File: config.mk
export PLATFORM = sky130hd
export DESIGN_NAME = pic_unit
export DESIGN_NICKNAME = d
export VERILOG_FILES = /design/src/rtl/pic_pkg.sv /design/src/rtl/pic_sync.sv /design/src/rtl/pic_detect.sv /design/src/rtl/pic_status.sv /design/src/rtl/pic_unit.sv
export SDC_FILE = /design/constraint.sdc
export NUM_CORES = 1
export LEC_CHECK = 0
export ABC_AREA = 1
export BUFFER_PORTS_ARGS = -buffer_cell sky130_fd_sc_hd__buf_2
export CAP_MARGIN = 30
export CORE_AREA = 2 2 119 121
export DETAILED_ROUTE_END_ITERATION = 10
export DIE_AREA = 0 0 121 123
export PLACE_DENSITY = 0.65
export SLEW_MARGIN = 20
export SYNTH_ARGS = -nofsm -noshare
export SYNTH_HDL_FRONTEND = slang
export SYNTH_SLANG_ARGS = --single-unit
File: constraint.sdc
create_clock -name clk_i -period 2.2 [get_ports clk_i]
set_clock_uncertainty 0.1 [all_clocks]
set_input_delay 0.22 -clock clk_i [delete_from_list [all_inputs] [get_ports clk_i]]
set_output_delay 0.22 -clock clk_i [all_outputs]
set_load 0.01 [all_outputs]
File: src/rtl/pic_pkg.sv
package pic_pkg;
  typedef enum logic {
    SEL_MASK = 1'b0,
    SEL_STAT = 1'b1
  } reg_sel_e;
endpackage

File: src/rtl/pic_sync.sv
module pic_sync #(
  parameter int W      = 32,
  parameter int STAGES = 2
) (
  input  logic         clk_i,
  input  logic         rst_ni,
  input  logic [W-1:0] d_i,
  output logic [W-1:0] q_o
);
  logic [W-1:0] chain_q [STAGES];

  for (genvar s = 0; s < STAGES; s++) begin : g_stage
    always_ff @(posedge clk_i or negedge rst_ni) begin
      if (!rst_ni) chain_q[s] <= '0;
      else if (s == 0) chain_q[s] <= d_i;
      else chain_q[s] <= chain_q[(s == 0) ? 0 : s-1];
    end
  end

  assign q_o = chain_q[STAGES-1];
endmodule

File: src/rtl/pic_detect.sv
module pic_detect #(
  parameter int W = 32
) (
  input  logic         clk_i,
  input  logic         rst_ni,
  input  logic [W-1:0] lvl_i,
  output logic [W-1:0] rise_o
);
  logic [W-1:0] prev_q;

  always_ff @(posedge clk_i or negedge rst_ni) begin
    if (!rst_ni) prev_q <= '0;
    else prev_q <= lvl_i;
  end

  assign rise_o = lvl_i & ~prev_q;
endmodule

File: src/rtl/pic_status.sv
module pic_status #(
  parameter int          W           = 32,
  parameter logic [W-1:0] LEVEL_LINES = '0
) (
  input  logic         clk_i,
  input  logic         rst_ni,
  input  logic [W-1:0] lvl_i,
  input  logic [W-1:0] rise_i,
  input  logic [W-1:0] clr_i,
  output logic [W-1:0] stat_o,
  output logic         wake_o,
  output logic         drop_o
);
  logic [W-1:0] stat_q, stat_d;
  logic         drop_q, wake_q, collide;

  for (genvar i = 0; i < W; i++) begin : g_line
    if (LEVEL_LINES[i]) begin : g_lvl
      assign stat_d[i] = lvl_i[i];
    end else begin : g_edge
      // new edge wins over a clear in the same cycle
      assign stat_d[i] = (stat_q[i] & ~clr_i[i]) | rise_i[i];
    end
  end

  assign collide = |(rise_i & stat_q & ~clr_i & ~LEVEL_LINES);

  always_ff @(posedge clk_i or negedge rst_ni) begin
    if (!rst_ni) begin
      stat_q <= '0;
      drop_q <= 1'b0;
      wake_q <= 1'b0;
    end else begin
      stat_q <= stat_d;
      drop_q <= drop_q | collide;
      wake_q <= |rise_i;
    end
  end

  assign stat_o = stat_q;
  assign wake_o = wake_q;
  assign drop_o = drop_q;

  AST_DROP_STICKY: assert property (@(posedge clk_i) disable iff (!rst_ni)
    drop_q |=> drop_q);
  AST_LEVEL_TRACKS: assert property (@(posedge clk_i) disable iff (!rst_ni)
    1'b1 |=> ((stat_q & LEVEL_LINES) == ($past(lvl_i) & LEVEL_LINES)));
  AST_SET_WINS: assert property (@(posedge clk_i) disable iff (!rst_ni)
    |(rise_i & clr_i & ~LEVEL_LINES) |=> ((stat_q & $past(rise_i & clr_i & ~LEVEL_LINES)) == $past(rise_i & clr_i & ~LEVEL_LINES)));
endmodule

File: src/rtl/pic_unit.sv
module pic_unit
  import pic_pkg::*;
#(
  parameter int           NUM_LINES   = 32,
  parameter int           SYNC_STAGES = 2,
  parameter bit           NMI_EN      = 1'b1,
  parameter logic [NUM_LINES-1:0] LEVEL_LINES = 32'h0000_F000
) (
  input  logic                 clk_i,
  input  logic                 rst_ni,
  input  logic [NUM_LINES-1:0] line_i,
  input  logic                 gie_i,
  input  logic                 reg_we_i,
  input  logic                 reg_sel_i,
  input  logic [NUM_LINES-1:0] reg_wdata_i,
  output logic [NUM_LINES-1:0] reg_rdata_o,
  output logic                 irq_o,
  output logic                 wake_o,
  output logic                 dropped_o
);
  localparam logic [NUM_LINES-1:0] MASK_RST =
    NMI_EN ? {{(NUM_LINES-2){1'b0}}, 2'b11} : '0;

  logic [NUM_LINES-1:0] sync_lvl, rise, clr, stat, mask_q;
  logic                 irq_q;
  reg_sel_e             sel;

  assign sel = reg_sel_e'(reg_sel_i);

  pic_sync #(.W(NUM_LINES), .STAGES(SYNC_STAGES)) u_sync (
    .clk_i(clk_i), .rst_ni(rst_ni), .d_i(line_i), .q_o(sync_lvl));

  pic_detect #(.W(NUM_LINES)) u_detect (
    .clk_i(clk_i), .rst_ni(rst_ni), .lvl_i(sync_lvl), .rise_o(rise));

  assign clr = (reg_we_i && sel == SEL_STAT) ? reg_wdata_i : '0;

  pic_status #(.W(NUM_LINES), .LEVEL_LINES(LEVEL_LINES)) u_status (
    .clk_i(clk_i), .rst_ni(rst_ni), .lvl_i(sync_lvl), .rise_i(rise),
    .clr_i(clr), .stat_o(stat), .wake_o(wake_o), .drop_o(dropped_o));

  always_ff @(posedge clk_i or negedge rst_ni) begin
    if (!rst_ni) begin
      mask_q <= MASK_RST;
      irq_q  <= 1'b0;
    end else begin
      if (reg_we_i && sel == SEL_MASK) mask_q <= reg_wdata_i;
      irq_q <= gie_i & |(mask_q & stat);
    end
  end

  assign irq_o       = irq_q;
  assign reg_rdata_o = (sel == SEL_MASK) ? mask_q : stat;

  AST_IRQ_GATED: assert property (@(posedge clk_i) disable iff (!rst_ni)
    !gie_i |=> !irq_o);
  AST_MASK_LOAD: assert property (@(posedge clk_i) disable iff (!rst_ni)
    (reg_we_i && !reg_sel_i) |=> (mask_q == $past(reg_wdata_i)));
  AST_WAKE_ON_SET: assert property (@(posedge clk_i) disable iff (!rst_ni)
    1'b1 |=> ((|(stat & ~$past(stat))) -> wake_o));
endmodule

# Word-level counts from Yosys, hierarchy flattened

Cells that the tools add are included.
W data, S select, Z words.

Bits in registers: 163
Input port bits: 69
Output and inout port bits: 35
Word-level logic and storage cells: 108

Multiplexer cells: 2
Bitwise operators: 93
Reductions and logical operators: 5

Operators by type and width:

| cell                | number |
|---|---|
| $and A32 B32 Y32    | 4 |
| $mux W32            | 2 |
| $not A32 Y32        | 2 |
| $reduce_or A32 Y1   | 2 |
| $and A1 B1 Y1       | 29 |
| $not A1 Y1          | 29 |
| $or A1 B1 Y1        | 29 |
| $reduce_or A28 Y1   | 1 |
| $logic_and A1 B1 Y1 | 2 |

# Depth between registers and ports, before layout

Gate-level depths: netlist of run 1.

Depth after elaboration: 6
Gate-level depth with buffers: 10
Mapped depth without buffers: 9

# Hierarchy

A second synthesis of run 1 with hierarchy kept.

Cell total of the unflattened synthesis: 726
Area, all modules: 6759.0 sq um

By module, submodules not included:

| module     | instances | cells each | area an instance (sq um) | sequential area each (sq um) |
|---|---|---|---|---|
| pic_unit   | 1         | 340        | 2215.9                   | 828.3 |
| pic_sync   | 1         | 96         | 1841.8                   | 1601.5 |
| pic_status | 1         | 194        | 1580.3                   | 850.8 |
| pic_detect | 1         | 96         | 1121.1                   | 800.8 |

# Worst setup path before layout of run 1

Ideal clock, no wire load.

Kind: input -> output
From: in reg_sel_i
To: out reg_rdata_o[10]
Data arrival time: 1002 ps
Data required time: 1880 ps
Path slack: 878 ps
Stages: 4
Buffers on the path: 3
Cells stage by stage: buf_4 > buf_4 > clkbuf_1 > o21ai_0

Cells in the longest elaborated chain, start to end: 1

RTL lines:

| what               | line           | RTL |
|---|---|---|
| start: declaration | pic_unit.sv:14 | `input logic reg_sel_i,` |
| $mux W32           | pic_unit.sv:53 | `assign reg_rdata_o = (sel == SEL_MASK) ? mask_q : stat;` |
| end: declaration   | pic_unit.sv:16 | `output logic [NUM_LINES-1:0] reg_rdata_o,` |

Every way passes these cells.

# Final worst setup path of run 1

From: reg mask_q[1]
To: out reg_rdata_o[1]

Cells in the longest elaborated chain, start to end: 1

RTL lines:

| what                     | line           | RTL |
|---|---|---|
| start: declaration       | pic_unit.sv:24 | `logic [NUM_LINES-1:0] sync_lvl, rise, clr, stat, mask_q;` |
| start signal: assignment | pic_unit.sv:47 | `if (reg_we_i && sel == SEL_MASK) mask_q <= reg_wdata_i;` |
| $mux W32                 | pic_unit.sv:53 |  |

Every way passes these cells.

==> reports/qor.yml, run 1 <==
run_status:
  status: "finished clean"
synth:
  synth_compound_gate_area_share_pct: 4.273
  synth_simple_gate_area_share_pct: 20.88
  synth_cell_type_count: 20
  synth_fa_ha_area_share_pct: 0
  yosysSeqAreaShare_pct: 66.65
  synth_top_family_by_area: "simple AND/OR/NAND/NOR gates"
  syn-num-nets: 684
  ys_seq_elements: 159
  muxShareOfSynthArea_pct: 2.828
  synth_cells: 615
  postSynthAreaPerCell_um2: 9.713
  synthXorXnorAreaFrac_pct: 0
  yosysWarnings: 0
  syn_area_mm2: 0.005973
worst_setup_path:
  start_kind: "register"
  cp.arrival_ns: 1.25
  cp-end-kind: "output port"
  rr_worst_depth: 7
  cp_data_required_time_ns: 1.88
  worstSetupPathType: "register to output port"
  cp_max_fo: 3
sta:
  final-hold-violation-count: 0
  tightest_slew_ns: 0.4838
  clock.fmax_mhz: 635.5
  rsz0062_at_grt: "no"
  drv_slew: 0
  holdWs_ns: 0.01015
  period_share_pct: 71.53
  setup_viol: 0
  maxSlewHeadroom_pct: 67.75
  setup_tns_ns: 0
  period_needed_ns: 1.574
power_and_ir_drop:
  power.switching_w: 0.001736
  clockPowerShare_pct: 43.3
  p_leak_nw: 4.081
  pwr-share-seq_pct: 45.4
  peakVddDrop_mv: 0.5139
  p_per_area_mw_per_mm2: 914.8
  p_int_w: 0.005555
  swShare_pct: 23.81
  comb_power_share_pct: 11.3
worst_hold_path:
  whs_path_depth: 3
  hp-class: "input port to register"
floorplan:
  core_mm2: 0.01361
  start_util_pct: 43.88
  num_io_pins: 104
  fp.dieArea_mm2: 0.01488
  fp.dieW_um: 121
  row_count: 43
  die_h_um: 123
global_routing:
  grt_use_met1_pct: 25.05
  use_met3_pct: 4.520
  grt_max_degree: 59
  grt_overflow: 0
  top_usage_layer: "met2"
  grt_util_all_layers_pct: 19.79
  grt_pass1_vias: 4570
  antenna_found_initial: 0
  grt_pass1_wl_mm: 22.27
  grt_use_met2_pct: 33.15
layout:
  layout-drive-gt1-share_pct: 20.10
  fin_area_mm2: 0.007970
  area_growth_pct: 33.43
  fin_util_pct: 58.55
  insertedDiodeCount: 0
  final_common_cell: "nand2_1"
  final_nets: 858
  layout_common_cells: "204 x nand2_1, 157 x dfrtp_1, 102 x buf_2"
place:
  place.gp.congestion: 0.8283
  portBuffers: 103
  dpl_cell_area_mm2: 0.006733
  dpl.hpwl_mm: 9.579
clock_tree:
  cts_root_buffer: "clkbuf_16"
  clkLatencyLatePin_ns: 0.42
  cts.sinks: 159
  cts_tree: "yes"
  cts_buffers: 17
  ctsResizeCount: 0
  path_clk_slew_ns: 0.06
  h-tree-depth: 4
  cts_setup_buffers: 0
  cts_buffer_depth: 2
route:
  wirelength_mm: 13.87
  drtAntennaViolNets: 0
  vias: 4610
  wl_per_cell_um: 14.14
  drt-vias-per-instance: 4.699
  drc: 0
  dr.pass1.iters: 5
  drt_iter0_markers: 268
run:
  maxCapViolations: 0
## critical path: stages (launching register included)
cell,delay [ns]
dfstp_2,0.55
nand2_1,0.08
nand2_1,0.09
buf_2,0.12
## flip-flops by register name, summed over array words and instances (netlist names)
signal and count:
u_status.drop_o 1, u_detect.prev_q 28, mask_q 32, u_sync.chain_q 32, u_status.wake_o 1, u_status.stat_o 32, u_sync.q_o 32, irq_o 1
## cells in the mapped netlist (all sizes together)
master | instances | area, um^2
clkbuf | 6 | 22.52
nand3b | 2 | 15.01
a21oi | 14 | 70.07
mux2 | 15 | 168.9
inv | 66 | 247.7
nand2 | 206 | 780.8
or2 | 3 | 18.77
dfstp | 2 | 52.55
buf | 8 | 50.05
o22ai | 2 | 12.51
nor2 | 57 | 214.0
o21ai | 33 | 165.2
nor3 | 5 | 25.02
nand4 | 3 | 18.77
a21boi | 1 | 7.510
nand3 | 35 | 175.2
dfrtp | 157 | 3929
## final timing paths
kind                                          from            endpoint  slack [ns]
worst max-delay path                     mask_q[1]      reg_rdata_o[1]        0.63
worst min-delay path                reg_wdata_i[4]           mask_q[4]        0.01
worst max register to register       u_sync.q_o[9]     u_status.wake_o        0.78
worst min register to register  u_sync.chain_q[34]       u_sync.q_o[2]        0.25
max in group asynchronous                   rst_ni           mask_q[1]        1.09
min in group asynchronous                   rst_ni  u_sync.chain_q[33]        0.22
## power groups by stage
stage	clock network [W]	registers (W)	logic [W]
finish	0.00316	0.00331	0.000825
global route	0.00335	0.00334	0.000930
CTS	0.00320	0.00331	0.000831
detailed placement	0	0.00336	0.000745
global placement	0	0.00334	0.000727
floorplan	0	0.00332	0.000423
## logic make-up (layout without fill, tap and decap cells)
| logic type | count (synthesis) | count (layout) |
|---|---|---|
| muxes | 15 | 15 |
| AOI/OAI and AO/OA | 50 | 50 |
| buffers and inverters | 80 | 266 |
| and+or+nand+nor | 311 | 311 |
| DFF | 159 | 159 |
## what timing repair did
item	CTS	global route
hold endpoints to repair	114	0
setup endpoints to repair	0	0
hold buffers	60	0
## per-stage QoR
| step | setup slack, ns | std cells | power (W) |
|---|---|---|---|
| 2_1_floorplan | 0.8784 | 615 | 0.003738 |
| 3_3_place_gp | 0.5986 | 890 | 0.004071 |
| 3_5_place_dp | 0.5588 | 890 | 0.004102 |
| 4_1_cts | 0.6116 | 981 | 0.007342 |
| 5_1_grt | 0.5475 | 981 | 0.007621 |
| 6_report | 0.6264 | 981 | 0.007291 |
## routing by layer
metal	routed length, um	part of all wire [%]	vias up
met3	632	4.6	20
met4	255	1.8	0
li1	-	-	2256
met2	6939	50	133
met1	6046	44	2201
met5	0	0	-
## area by class of cell
cell class | instances | area (um^2)
tap | 180 | 225.2
clock buffer | 21 | 450.4
timing repair buffer | 169 | 1205
clock inverter | 10 | 186.4
multi-input combinational | 376 | 1674
fill | 1152 | 5642
sequential | 159 | 3981
inverter | 66 | 247.7
No activity file was read; power rests on OpenSTA's default activity.
==> inputs of run 2 (changes only) <==
--- a/config.mk
+++ b/config.mk
@@ -5,13 +5,13 @@
 export SDC_FILE = /design/constraint.sdc
 export NUM_CORES = 1
 export LEC_CHECK = 0
-export ABC_AREA = 1
+export ABC_AREA = 0
 export BUFFER_PORTS_ARGS = -buffer_cell sky130_fd_sc_hd__buf_2
 export CAP_MARGIN = 30
-export CORE_AREA = 2 2 119 121
+export CORE_AREA = 2 2 117 119
 export DETAILED_ROUTE_END_ITERATION = 10
-export DIE_AREA = 0 0 121 123
-export PLACE_DENSITY = 0.65
+export DIE_AREA = 0 0 119 121
+export PLACE_DENSITY = 0.68
 export SLEW_MARGIN = 20
 export SYNTH_ARGS = -nofsm -noshare
 export SYNTH_HDL_FRONTEND = slang
==> constraint.sdc (replaced) <==
create_clock -name clk_i -period 1.3 [get_ports clk_i]
set_clock_uncertainty 0.1 [all_clocks]
set_input_delay 0.13 -clock clk_i [delete_from_list [all_inputs] [get_ports clk_i]]
set_output_delay 0.13 -clock clk_i [all_outputs]
set_load 0.01 [all_outputs]
==> run 2 against run 1 <==
Effect of this change: the run now ends with negative setup slack left; worst setup slack got worse by 1.4 ns; clock power increased by 50%; hold slack got worse by 0.0091 ns; register-to-register slack got worse by 1.5 ns; clock-buffer cell count decreased by 3; largest power group unchanged; highest routed layer is now met5.
==> reports/qor.yml, run 2 <==
global_routing:
  grt_pass1_wl_mm: 26.41  # +19%
  grt_max_degree: 38  # -36%
  grt_util_all_layers_pct: 24.83  # +5.0 points
  antenna_found_initial: 1  # +1
  grt_overflow: 0  # unchanged
  grt_pass1_vias: 4989  # +9.2%
run_status:
  violations: "negative setup slack"
  status: "finished with violations"
place:
  portBuffers: 103  # unchanged
  place.gp.congestion: 0.9048  # +9.2%
  dpl_cell_area_mm2: 0.007302  # +8.5%
  dpl.hpwl_mm: 11.02  # +15%
worst_setup_path:
  cp.arrival_ns: 2.23  # +0.98 ns
  regToRegEndpoint: "u_status.drop_o"
  r2r_slack_ns: -0.73  # -1.51 ns
  rr_worst_depth: 5  # -2
  r2r_start: "u_sync.q_o[6]"
  cp_max_fo: 2  # -1
  cp-end-kind: "register"
  path_cells: "nand2b_4 > nor2_1 > a32o_1 > or4b_1 > or4_1"
  worstSetupPathType: "register to register"
  crit_family: "simple AND/OR/NAND/NOR gates"
  start_kind: "register"
  slowest_delay_ns: 0.51  # -0.04 ns
  crit_buf_inv: 0  # -1
  crit_slowest_cell: "or4_1"
  cp_data_required_time_ns: 1.50  # -0.38 ns
route:
  wl_per_cell_um: 19.44  # +37%
  drtAntennaViolNets: 0  # unchanged
  wirelength_mm: 18.10  # +30%
  drt_iter0_markers: 274  # +2.2%
  drc: 0  # unchanged
  vias: 4819  # +4.5%
  drt-vias-per-instance: 5.176  # +10%
  dr.pass1.iters: 5  # unchanged
synth:
  yosys-top-cells-area: "dfrtp_1 68%, mux2_2 12%, nand2_1 4.3%"
  synth_cell_type_count: 35  # +75%
  synth_cells: 423  # -31%
  yosysWarnings: 0  # unchanged
  synth_commonest_cells: "157 x dfrtp_1, 67 x nand2_1, 64 x mux2_2"
  ys.flop_type: "dfrtp_1"
  async_reset_ff_share_pct: 100.0  # unchanged
  yosys.area.top_type_share_pct: 67.59  # +1.8 points
  ys_seq_elements: 159  # unchanged
  postSynthAreaPerCell_um2: 13.74  # +41%
  yosysSeqAreaShare_pct: 68.49  # +1.8 points
  yosysMostFrequentCell: "dfrtp_1"
  syn_area_mm2: 0.005813  # -2.7%
  syn-num-nets: 492  # -28%
  synth_edf_count: 0  # unchanged
  synth_top_cell_by_area: "dfrtp_1"
layout:
  layout-drive-gt1-share_pct: 47.02  # +27 points
  multi_input_area_mm2: 0.001941  # +16%
  nFillCells: 800  # -31%
  final_nets: 811  # -5.5%
  register_area_mm2: 0.003981  # unchanged
  fin_area_mm2: 0.009513  # +19%
  layout_common_cells: "157 x dfrtp_1, 89 x buf_4, 78 x buf_6"
  final_common_cell: "dfrtp_1"
  area_growth_pct: 63.65
  insertedDiodeCount: 0  # unchanged
sta:
  setup_tns_ns: -10.07  # -10.07 ns
  rsz0062_at_grt: "yes"
  setup_ws_ns: -0.7271  # -1.353 ns
  tightest_slew_ns: 0.3554  # -0.1284 ns
  clock.fmax_mhz: 493.3
  setup_viol: 46  # +46
  period_needed_ns: 2.027
  final-hold-violation-count: 0  # unchanged
  drv_slew: 0  # unchanged
  maxSlewHeadroom_pct: 76.31  # +8.6 points
  period_share_pct: 155.9
floorplan:
  num_io_pins: 104  # unchanged
  fp.dieW_um: 119  # -1.7%
  start_util_pct: 44.43  # +0.54 points
  die_h_um: 121  # -1.6%
  core_mm2: 0.01309  # -3.9%
  row_count: 42  # -2.3%
  fp.dieArea_mm2: 0.01440  # -3.3%
clock_tree:
  path_clk_slew_ns: 0.07  # about the same
  cts_buffer_depth: 2  # unchanged
  h-tree-depth: 4  # unchanged
  cts_root_buffer: "clkbuf_16"
  cts.sinks: 159  # unchanged
  clkLatencyLatePin_ns: 0.43  # about the same
  cts_tree: "yes"
  cts_buffers: 17  # unchanged
worst_hold_path:
  hp-class: "input port to register"
  min_from: "reg_wdata_i[23]"
  whs_path_depth: 4  # +1
  hold_end: "u_status.stat_o[23]"
power_and_ir_drop:
  power_w: 0.01302  # +79%
  peakVddDrop_mv: 0.9400  # +83%
  p_per_area_mw_per_mm2: 1368  # +50%
  p_leak_nw: 4.517  # +11%
run:
  maxCapViolations: 0  # unchanged
==> run 2: cell type report <==
| type | count | share of cell area (%) |
|---|---|---|
| clock buffer | 18 | 4.617 |
| multi-input combinational | 244 | 20.40 |
| timing repair buffer | 312 | 29.20 |
| sequential | 159 | 41.85 |
| inverter | 8 | 0.3157 |
| tap | 176 | 2.315 |
| clock inverter | 14 | 1.302 |
==> run 2: how the worst max path moves through the flow <==
stage	from	to	slack [ns]	depth (start not counted)
floorplan	u_sync.q_o[22]	u_status.drop_o	-0.56	4
global placement	reg_sel_i	u_status.drop_o	-0.68	6
detailed placement	reg_sel_i	u_status.drop_o	-0.73	6
CTS	u_sync.q_o[6]	u_status.drop_o	-0.63	5
global route	u_sync.q_o[6]	u_status.drop_o	-0.76	5
finish	u_sync.q_o[6]	u_status.drop_o	-0.73	5
==> run 2: layer usage <==
| layer | vias to the layer above | wire length [um] | track usage, % |
|---|---|---|---|
| li1 | 2136 | - | - |
| met1 | 2442 | 7265 | 30.55 |
| met2 | 188 | 9122 | 41.27 |
| met3 | 51 | 1008 | 7.190 |
| met4 | 2 | 693 | 10.27 |
| met5 | - | 10 | 0 |
==> run 2: kinds of logic (layout without fill, tap and decap cells) <==
logic type | Yosys count | after routing | synth area share, %
buffers and inverters | 20 | 352 | 1.399
muxes | 64 | 64 | 12.40
AOI/OAI and AO/OA | 32 | 32 | 4.455
DFF | 159 | 159 | 68.49
and+or+nand+nor | 148 | 148 | 13.26
==> run 2: repair_timing <==
action,in CTS,in global routing
gates resized for setup,109,22
endpoints found under the hold margin,242,1
setup endpoints to repair,58,68
cloned,1,3
buffers inserted,29,19
hold buffers,66,1
pin swaps,4,3
==> run 2: where the power goes <==
part / total (W) / internal [W] / switching [W]
Sequential: 0.00566 / 0.00535 / 0.000302
Clock: 0.00474 / 0.00256 / 0.00218
Combinational: 0.00262 / 0.00160 / 0.00102
Total: 0.0130 / 0.00951 / 0.00351
==> run 2: through the flow <==
step	cells	setup WS, ns	hold WS, ns	util [%]
2_1_floorplan	423	-0.5590	-0.2656	-
3_3_place_gp	786	-0.6772	-0.05187	55.80
3_5_place_dp	786	-0.7323	-0.05607	55.80
4_1_cts	911	-0.6267	0.008661	70.51
5_1_grt	931	-0.7631	0.02383	72.70
6_report	931	-0.7271	0.001002	72.70
==> run 2: worst min-delay path, delay by kind of cell <==
kind	cells	cell delay (ns)
buf+inv	1	0.13
simple gates	3	0.24
